==> src/rtl/i2cm_pkg.sv <==
package i2cm_pkg;
    typedef enum logic [1:0] {OP_START = 2'd0, OP_SEND = 2'd1, OP_RECV = 2'd2} bit_op_e;
    typedef enum logic [1:0] {K_START = 2'd0, K_WRITE = 2'd1, K_READ = 2'd2} byte_kind_e;
    typedef enum logic [1:0] {MD_TX = 2'd0, MD_TRX = 2'd1, MD_RX = 2'd2} mode_e;
    typedef enum logic [2:0] {
        ST_IDLE, ST_START, ST_WADDR, ST_REG, ST_RSTART, ST_RADDR, ST_DATA
    } phase_e;

    localparam int A_CTRL  = 0;
    localparam int A_RADDR = 1;
    localparam int A_RREG  = 2;
    localparam int A_TXCNT = 3;
    localparam int A_RXCNT = 4;
    localparam int A_IEN   = 5;
    localparam int A_PEND  = 6;

    localparam int PF_TX  = 0;
    localparam int PF_RX  = 1;
    localparam int PF_NAK = 2;
    localparam int NFLAGS = 3;
endpackage

==> src/rtl/i2cm_byte_shifter.sv <==
module i2cm_byte_shifter
    import i2cm_pkg::*;
(
    input  logic       clk,
    input  logic       rst_n,
    input  logic       clr_i,
    input  logic       go_i,
    input  byte_kind_e kind_i,
    input  logic [7:0] tx_byte_i,
    input  logic       ack_val_i,
    output logic       busy_o,
    output logic       done_o,
    output logic [7:0] rx_byte_o,
    output logic       nak_o,
    output logic       bit_req_o,
    output logic [1:0] bit_op_o,
    output logic       bit_val_o,
    input  logic       bit_ack_i,
    input  logic       bit_rd_i
);
    typedef struct packed {
        logic       busy;
        byte_kind_e kind;
        logic [3:0] cnt;
        logic [7:0] sh;
        logic       ackv;
    } sh_state_t;

    sh_state_t q, d;
    logic step, last;

    always_comb begin
        d      = q;
        step   = q.busy && bit_ack_i;
        last   = (q.kind == K_START) || (q.cnt == 4'd8);
        done_o = step && last;
        if (clr_i) begin
            d.busy = 1'b0;
        end else if (step) begin
            if (last) begin
                d.busy = 1'b0;
            end else begin
                d.cnt = q.cnt + 4'd1;
                d.sh  = {q.sh[6:0], (q.kind == K_READ) ? bit_rd_i : 1'b0};
            end
        end else if (go_i && !q.busy) begin
            d.busy = 1'b1;
            d.kind = kind_i;
            d.cnt  = 4'd0;
            d.sh   = tx_byte_i;
            d.ackv = ack_val_i;
        end
    end

    always_comb begin
        unique case (q.kind)
            K_START: bit_op_o = OP_START;
            K_WRITE: bit_op_o = (q.cnt == 4'd8) ? OP_RECV : OP_SEND;
            default: bit_op_o = (q.cnt == 4'd8) ? OP_SEND : OP_RECV;
        endcase
        if (q.kind == K_READ) bit_val_o = q.ackv;
        else                  bit_val_o = (q.kind == K_WRITE) && q.sh[7];
    end

    assign busy_o    = q.busy;
    assign bit_req_o = q.busy;
    assign rx_byte_o = q.sh;
    assign nak_o     = bit_rd_i;

    always_ff @(posedge clk or negedge rst_n) begin
        if (!rst_n) q <= '0;
        else        q <= d;
    end


    bit_cnt_bound_chk: assert property (@(posedge clk) disable iff (!rst_n)
        q.busy |-> (q.cnt <= 4'd8));


    op_hold_chk: assert property (@(posedge clk) disable iff (!rst_n)
        (bit_req_o && !bit_ack_i && !clr_i) |=> (bit_req_o && $stable(bit_op_o)));
endmodule

==> src/rtl/i2cm_word_buf.sv <==
module i2cm_word_buf #(
    parameter int WORDS = 8,
    parameter int IDXW  = 5
) (
    input  logic                   clk,
    input  logic                   rst_n,
    input  logic                   word_we_i,
    input  logic [IDXW-3:0]        word_idx_i,
    input  logic [31:0]            word_i,
    input  logic                   byte_we_i,
    input  logic [IDXW-1:0]        byte_idx_i,
    input  logic [7:0]             byte_i,
    output logic [WORDS-1:0][31:0] words_o
);
    localparam int WSELW = IDXW - 2;

    for (genvar w = 0; w < WORDS; w++) begin : g_word
        logic [31:0] word_d, word_q;
        always_comb begin
            word_d = word_q;
            if (word_we_i && (word_idx_i == WSELW'(w)))
                word_d = word_i;
            else if (byte_we_i && (byte_idx_i[IDXW-1:2] == WSELW'(w)))
                word_d[{byte_idx_i[1:0], 3'b000} +: 8] = byte_i;
        end
        always_ff @(posedge clk or negedge rst_n) begin
            if (!rst_n) word_q <= '0;
            else        word_q <= word_d;
        end
        assign words_o[w] = word_q;
    end
endmodule

==> src/rtl/i2cm_engine.sv <==
module i2cm_engine
    import i2cm_pkg::*;
#(
    parameter int WORDS = 8
) (
    input  logic                       clk,
    input  logic                       rst_n,
    input  logic                       reg_we_i,
    input  logic [$clog2(WORDS):0]     reg_addr_i,
    input  logic [31:0]                reg_wdata_i,
    input  logic [$clog2(WORDS)-1:0]   rx_sel_i,
    output logic [31:0]                rx_word_o,
    output logic [2:0]                 pend_o,
    output logic                       irq_o,
    output logic                       bit_req_o,
    output logic [1:0]                 bit_op_o,
    output logic                       bit_val_o,
    input  logic                       bit_ack_i,
    input  logic                       bit_rd_i
);
    localparam int BYTES = WORDS * 4;
    localparam int IDXW  = $clog2(BYTES);
    localparam int CNTW  = IDXW + 1;
    localparam int WSELW = IDXW - 2;
    localparam int ADDRW = WSELW + 1;

    typedef struct packed {
        logic              en;
        logic [1:0]        mode;
        logic              start_pend;
        logic              last_nack;
        logic              nak_abort;
        logic [7:0]        raddr;
        logic              rvalid;
        logic [23:0]       rreg;
        logic [1:0]        rcnt;
        logic [NFLAGS-1:0] ien;
        logic [NFLAGS-1:0] pend;
        phase_e            phase;
        logic [IDXW-1:0]   idx;
        logic [CNTW-1:0]   len;
        logic              rx;
    } eng_state_t;

    eng_state_t q, d;

    logic [WORDS-1:0][31:0] tx_words, rx_words;
    logic       sh_go, sh_clr, sh_busy, sh_done, sh_nak, sh_ackv;
    byte_kind_e sh_kind;
    logic [7:0] sh_tx, sh_rx;
    logic       rx_we, buf_wr, ctrl_wr;
    logic       idx_last, abort;
    logic [CNTW-1:0] cnt_req;

    function automatic logic [CNTW-1:0] clamp_cnt(input logic [CNTW-1:0] c);
        return (c > CNTW'(BYTES)) ? CNTW'(BYTES) : c;
    endfunction

    assign buf_wr   = reg_we_i && reg_addr_i[ADDRW-1];
    assign ctrl_wr  = reg_we_i && (reg_addr_i == ADDRW'(A_CTRL));
    assign sh_clr   = ctrl_wr && !reg_wdata_i[0];
    assign cnt_req  = clamp_cnt(reg_wdata_i[CNTW-1:0]);
    assign idx_last = (CNTW'(q.idx) == q.len - CNTW'(1));

    // what the shifter is told to do in the current phase
    always_comb begin
        sh_go   = (q.phase != ST_IDLE) && !sh_busy;
        sh_ackv = idx_last && q.last_nack;
        sh_tx   = 8'h00;
        unique case (q.phase)
            ST_START, ST_RSTART: sh_kind = K_START;
            ST_DATA:             sh_kind = q.rx ? K_READ : K_WRITE;
            default:             sh_kind = K_WRITE;
        endcase
        unique case (q.phase)
            ST_WADDR: sh_tx = {q.raddr[7:1], 1'b0};
            ST_REG:   sh_tx = q.rreg[{q.idx[1:0], 3'b000} +: 8];
            ST_RADDR: sh_tx = q.raddr;
            ST_DATA:  sh_tx = tx_words[q.idx[IDXW-1:2]][{q.idx[1:0], 3'b000} +: 8];
            default:  sh_tx = 8'h00;
        endcase
        rx_we = sh_done && (q.phase == ST_DATA) && q.rx;
        abort = sh_done && (sh_kind == K_WRITE) && sh_nak && q.nak_abort;
    end

    always_comb begin
        d = q;
        // configuration registers
        if (reg_we_i && !reg_addr_i[ADDRW-1]) begin
            if (reg_addr_i == ADDRW'(A_RADDR)) begin
                d.raddr  = reg_wdata_i[7:0];
                d.rvalid = reg_wdata_i[8];
            end
            if (reg_addr_i == ADDRW'(A_RREG)) begin
                d.rreg = reg_wdata_i[23:0];
                d.rcnt = reg_wdata_i[25:24];
            end
            if (reg_addr_i == ADDRW'(A_IEN))  d.ien  = reg_wdata_i[NFLAGS-1:0];
            if (reg_addr_i == ADDRW'(A_PEND)) d.pend = q.pend & ~reg_wdata_i[NFLAGS-1:0];
            if (reg_addr_i == ADDRW'(A_TXCNT) && q.en && q.mode == MD_TX &&
                q.phase == ST_IDLE && cnt_req != '0) begin
                d.len        = cnt_req;
                d.idx        = '0;
                d.rx         = 1'b0;
                d.phase      = q.start_pend ? ST_START : ST_DATA;
                d.start_pend = 1'b0;
            end
            if (reg_addr_i == ADDRW'(A_RXCNT) && q.en && q.phase == ST_IDLE &&
                cnt_req != '0 &&
                (q.mode == MD_RX || (q.mode == MD_TRX && q.rvalid))) begin
                d.len   = cnt_req;
                d.idx   = '0;
                d.rx    = 1'b1;
                d.phase = (q.mode == MD_TRX) ? ST_START : ST_DATA;
            end
        end
        // phase sequencing on each completed byte
        if (sh_done) begin
            unique case (q.phase)
                ST_START:  d.phase = !q.rx ? ST_DATA :
                                     (q.rcnt != 2'd0) ? ST_WADDR : ST_RADDR;
                ST_WADDR: begin
                    d.phase = ST_REG;
                    d.idx   = '0;
                end
                ST_REG: begin
                    if (q.idx[1:0] == q.rcnt - 2'd1) begin
                        d.phase = ST_RSTART;
                        d.idx   = '0;
                    end else begin
                        d.idx = q.idx + IDXW'(1);
                    end
                end
                ST_RSTART: d.phase = ST_RADDR;
                ST_RADDR: begin
                    d.phase = ST_DATA;
                    d.idx   = '0;
                end
                ST_DATA: begin
                    if (idx_last) begin
                        d.phase = ST_IDLE;
                        if (q.rx) d.pend[PF_RX] = 1'b1;
                        else      d.pend[PF_TX] = 1'b1;
                    end else begin
                        d.idx = q.idx + IDXW'(1);
                    end
                end
                default: d.phase = ST_IDLE;
            endcase
            if (abort) begin
                d.phase        = ST_IDLE;
                d.pend         = q.pend;
                d.pend[PF_NAK] = 1'b1;
            end
        end
        // control register last: a disable write wins over everything
        if (ctrl_wr) begin
            if (!reg_wdata_i[0]) begin
                d.en         = 1'b0;
                d.phase      = ST_IDLE;
                d.start_pend = 1'b0;
                d.idx        = '0;
            end else begin
                d.en         = 1'b1;
                d.mode       = reg_wdata_i[2:1];
                d.start_pend = q.start_pend | reg_wdata_i[3];
                d.last_nack  = reg_wdata_i[4];
                d.nak_abort  = reg_wdata_i[5];
            end
        end
    end

    always_ff @(posedge clk or negedge rst_n) begin
        if (!rst_n) q <= '0;
        else        q <= d;
    end

    i2cm_word_buf #(.WORDS(WORDS), .IDXW(IDXW)) u_txbuf (
        .clk, .rst_n,
        .word_we_i (buf_wr),
        .word_idx_i(reg_addr_i[WSELW-1:0]),
        .word_i    (reg_wdata_i),
        .byte_we_i (1'b0),
        .byte_idx_i('0),
        .byte_i    (8'h00),
        .words_o   (tx_words)
    );

    i2cm_word_buf #(.WORDS(WORDS), .IDXW(IDXW)) u_rxbuf (
        .clk, .rst_n,
        .word_we_i (1'b0),
        .word_idx_i('0),
        .word_i    (32'h0),
        .byte_we_i (rx_we),
        .byte_idx_i(q.idx),
        .byte_i    (sh_rx),
        .words_o   (rx_words)
    );

    i2cm_byte_shifter u_shift (
        .clk, .rst_n,
        .clr_i    (sh_clr),
        .go_i     (sh_go),
        .kind_i   (sh_kind),
        .tx_byte_i(sh_tx),
        .ack_val_i(sh_ackv),
        .busy_o   (sh_busy),
        .done_o   (sh_done),
        .rx_byte_o(sh_rx),
        .nak_o    (sh_nak),
        .bit_req_o,
        .bit_op_o,
        .bit_val_o,
        .bit_ack_i,
        .bit_rd_i
    );

    assign rx_word_o = rx_words[rx_sel_i];
    assign pend_o    = q.pend;
    assign irq_o     = |(q.pend & q.ien);


    idle_quiet_chk: assert property (@(posedge clk) disable iff (!rst_n)
        (q.phase == ST_IDLE) |-> !bit_req_o);


    disabled_quiet_chk: assert property (@(posedge clk) disable iff (!rst_n)
        !q.en |-> !bit_req_o);


    nak_stop_chk: assert property (@(posedge clk) disable iff (!rst_n)
        $rose(q.pend[PF_NAK]) |-> !bit_req_o);


    tx_done_src_chk: assert property (@(posedge clk) disable iff (!rst_n)
        $rose(q.pend[PF_TX]) |-> ($past(q.phase) == ST_DATA));
endmodule

==> config.mk <==
export PLATFORM = sky130hd
export DESIGN_NAME = i2cm_engine
export DESIGN_NICKNAME = d
export VERILOG_FILES = /design/src/rtl/i2cm_pkg.sv /design/src/rtl/i2cm_byte_shifter.sv /design/src/rtl/i2cm_word_buf.sv /design/src/rtl/i2cm_engine.sv
export SDC_FILE = /design/constraint.sdc
export NUM_CORES = 1
export LEC_CHECK = 0
export ABC_AREA = 1
export BUFFER_PORTS_ARGS = -buffer_cell sky130_fd_sc_hd__buf_2
export CELL_PAD_IN_SITES_DETAIL_PLACEMENT = 1
export CELL_PAD_IN_SITES_GLOBAL_PLACEMENT = 1
export CORE_ASPECT_RATIO = 1.2
export CORE_MARGIN = 8
export CORE_UTILIZATION = 43
export CTS_CLUSTER_SIZE = 16
export DETAILED_ROUTE_END_ITERATION = 6
export GPL_TIMING_DRIVEN = 1
export HOLD_SLACK_MARGIN = 0.03
export PLACE_DENSITY = 0.78
export SLEW_MARGIN = 0
export SYNTH_ARGS = -nofsm -noshare
export SYNTH_HDL_FRONTEND = slang
export SYNTH_SLANG_ARGS = --single-unit
==> constraint.sdc <==
create_clock -name clk -period 2.24 [get_ports clk]
set_clock_uncertainty 0.2 [all_clocks]
set_input_delay 0.448 -clock clk [delete_from_list [all_inputs] [get_ports clk]]
set_output_delay 0.448 -clock clk [all_outputs]
set_load 0.01 [all_outputs]
==> flow_metrics.py <==
metrics = {
    "setup_path": {
        "criticalPathCategory": "register to register",
        "cp.required_ns": 2.53,
        "cp_max_fo": 12,
        "critPathLaunchType": "register",
        "crit_arrival_ns": 3.04,
        "ff2ff_path_depth": 9,
        "cp-end-kind": "register",
    },
    "finish": {
        "instances_no_fill": 4711,
        "area_growth_pct": 35.05,
        "final_area_mm2": 0.03754,
        "multi_input_area_mm2": 0.01337,
        "seq_area_mm2": 0.01477,
        "num_antenna_cells": 0,
        "final.fill_count": 7337,
        "drive_gt1_frac": 0.2715,
        "fin_nets": 3879,
    },
    "grt": {
        "antenna_found_initial": 0,
        "grt_pass1_vias": 29020,
        "globalRouteOverflowTotal": 0,
        "grt_pass1_wl_um": 165200,
        "grt_use_total": 0.2877,
        "grt_max_degree": 80,
    },
    "die": {
        "num_rows": 102,
        "io_pins": 84,
        "die_w_um": 248.1,
        "die_y_um": 294.5,
        "dieArea_mm2": 0.07307,
        "start_util": 0.4330,
        "core_mm2": 0.06419,
    },
    "routing": {
        "wirelength_um": 125800,
        "wl_per_cell_um": 26.71,
        "vias": 28720,
        "firstDrtPassIters": 5,
        "drc": 0,
        "drt_first_iter_violations": 2728,
        "drtAntennaViolNets": 0,
        "drt-vias-per-instance": 6.097,
    },
    "timing": {
        "setup_ws_ns": -0.5071,
        "slew_headroom": 0.6512,
        "timing.hold.ws_ns": 0.02468,
        "finalSetupViolCount": 310,
        "rsz0062_at_grt": "true",
        "drv_slew": 0,
        "hold_viol_final": 0,
        "min_period_over_period": 1.226,
        "max_freq_mhz": 364.0,
        "finalSetupTns_ns": -69.12,
        "worstMarginPinSlew_ns": 0.5212,
        "post-route-min-period_ns": 2.747,
    },
    "power_and_ir_drop": {
        "vdd.ir_drop.worst_mv": 0.6125,
        "power.leakage_nw": 17.68,
        "p_per_area_mw_per_mm2": 1027,
        "total_power_w": 0.03857,
    },
    "placement": {
        "port_buffers": 83,
        "place_inst": 4438,
        "gp_congestion": 0.8461,
        "place_area_mm2": 0.03087,
        "dp_hpwl_um": 60230,
    },
    "status": {
        "status": "complete, but fails checks",
        "failed_checks": "negative setup slack",
    },
    "logic_synthesis": {
        "yosysSeqAreaShare": 0.5311,
        "syn_inst": 3504,
        "synth.distinct_cells": 42,
        "syn-num-nets": 3556,
        "avgSynthCellArea_um2": 7.933,
        "netlist_area_mm2": 0.02780,
        "ys_ff_latch": 590,
        "ys_warn_count": 0,
    },
    "run": {
        "drv_cap": 0,
    },
    "clocking": {
        "cts_tree": "done",
        "cts-buffers-inserted": 66,
        "clock_tree.buffer_depth": 3,
        "clockRootBuffer": "clkbuf_16",
        "cts_num_sinks": 590,
        "htree_levels": 3,
        "insertion_delay_ns": 0.63,
        "clkTransAtPathRegs_ns": 0.07,
    },
    "min_path": {
        "hold_class": "primary input to register",
        "hold_depth": 3,
    },
}
[through the flow]
step | setup slack [ns] | util
6_report | -0.5071 | 0.5848
5_1_grt | -0.5796 | 0.5848
4_1_cts | -0.1992 | 0.5453
3_5_place_dp | -0.1835 | 0.4809
3_3_place_gp | -0.1146 | 0.4809
2_1_floorplan | -0.002264 | -
[synth_stat cells, drive strengths merged]
cell type,number,area [um^2]
nand2,1171,4471
o31ai,1,7.510
nand3,120,618.1
nor4,1,21.27
a31oi,32,200.2
o211ai,2,15.01
mux2i,8,80.08
xnor2,5,43.79
o21a,10,75.07
ha,8,100.1
nor3,17,90.09
a41oi,1,8.760
nand3b,2,15.01
nor2,190,879.6
or2,1,6.260
nand4,27,168.9
o2111ai,1,8.760
dfrtp,590,14760
xor2,6,52.55
inv,249,939.7
a21oi,128,640.6
buf,82,436.7
o21ai,697,3488
clkbuf,120,451.7
a21boi,1,7.510
o22ai,32,200.2
clkinv,2,7.510
[layout by cell type (no fill, tap or decap), drive strengths merged, types with 2 or more instances in the layout]
cell type	n
a21oi	128
ha	8
inv	245
o211ai	2
clkbuf	125
mux2i	8
buf	416
dlygate4sd3	10
a31oi	32
nand2	1179
xnor2	5
nor3	17
nand3b	2
o22ai	32
bufinv	3
o21a	10
nand4	27
nor2	192
clkinv	13
clkinvlp	5
nand3	120
o21ai	697
dfrtp	590
xor2	6
[final timing paths]
path / endpoint / slack, ns / startpoint
worst max-delay path: u_rxbuf.g_word[0].word_q[3] / -0.51 / q[7]
worst min-delay path: u_txbuf.g_word[7].word_q[12] / 0.02 / reg_wdata_i[12]
worst max register to register: u_rxbuf.g_word[0].word_q[3] / -0.51 / q[7]
worst min register to register: u_txbuf.g_word[7].word_q[8] / 0.28 / u_txbuf.g_word[7].word_q[8]
max in group asynchronous: u_rxbuf.g_word[4].word_q[2] / 0.90 / rst_n
min in group asynchronous: u_txbuf.g_word[7].word_q[24] / 0.12 / rst_n
[power breakdown]
part | internal, W | switching, W | leakage (nW)
clock | 0.00681 | 0.00490 | 1.11
sequential | 0.0121 | 0.00100 | 7.47
combinational | 0.00482 | 0.00896 | 9.10
[cell families after synthesis]
group / count (synthesis) / share of synthesized area
DFF: 590 / 0.5311
xor gates and xnor gates: 11 / 0.003466
adders and majority gates: 8 / 0.003601
AOI/OAI and AO/OA: 905 / 0.1673
and+or+nand+nor: 1529 / 0.2255
muxes: 8 / 0.002881
buffers and inverters: 453 / 0.06603
[state kept, by name, summed over array words and instances (netlist names)]
register               count
u_shift.rx_byte_o          8
q                         59
u_rxbuf.g_word.word_q    256
u_shift.bit_req_o          1
u_shift.q                  7
pend_o                     3
u_txbuf.g_word.word_q    256
[worst max-delay path, stage by stage (launching register included)]
cell and delay [ns]:
dfrtp_1 0.41, inv_2 0.17, ha_2 0.33, buf_12 0.28, inv_1 0.19, nor3_2 0.16
inv_2 0.12, nor2_2 0.21, inv_2 0.16, o21ai_0 0.36
[area by class of cell]
class,count,share of cell area
well taps,832,0.02773
multi-input cells,2471,0.3560
flip-flops and latches,590,0.3934
repair buffers,447,0.1358
clock buffers,105,0.05612
clock inverters,15,0.004199
inverters,251,0.02670
[metal layers]
layer | track usage | up-vias | wire [um]
li1 | - | 12090 | -
met1 | 0.3350 | 14410 | 44770
met2 | 0.5117 | 1553 | 62670
met3 | 0.04133 | 669 | 8911
met4 | 0.1453 | 0 | 9464
met5 | 0 | - | 0
[what timing repair did]
action / CTS / global route
endpoints found under the setup margin: 164 / 317
hold buffers: 10 / 0
endpoints found under the hold margin: 325 / 0
gates cloned: 16 / 27
setup buffers: 69 / 37
pin swaps: 104 / 76
resized for setup: 316 / 543
(Power assumes the default switching activity.)
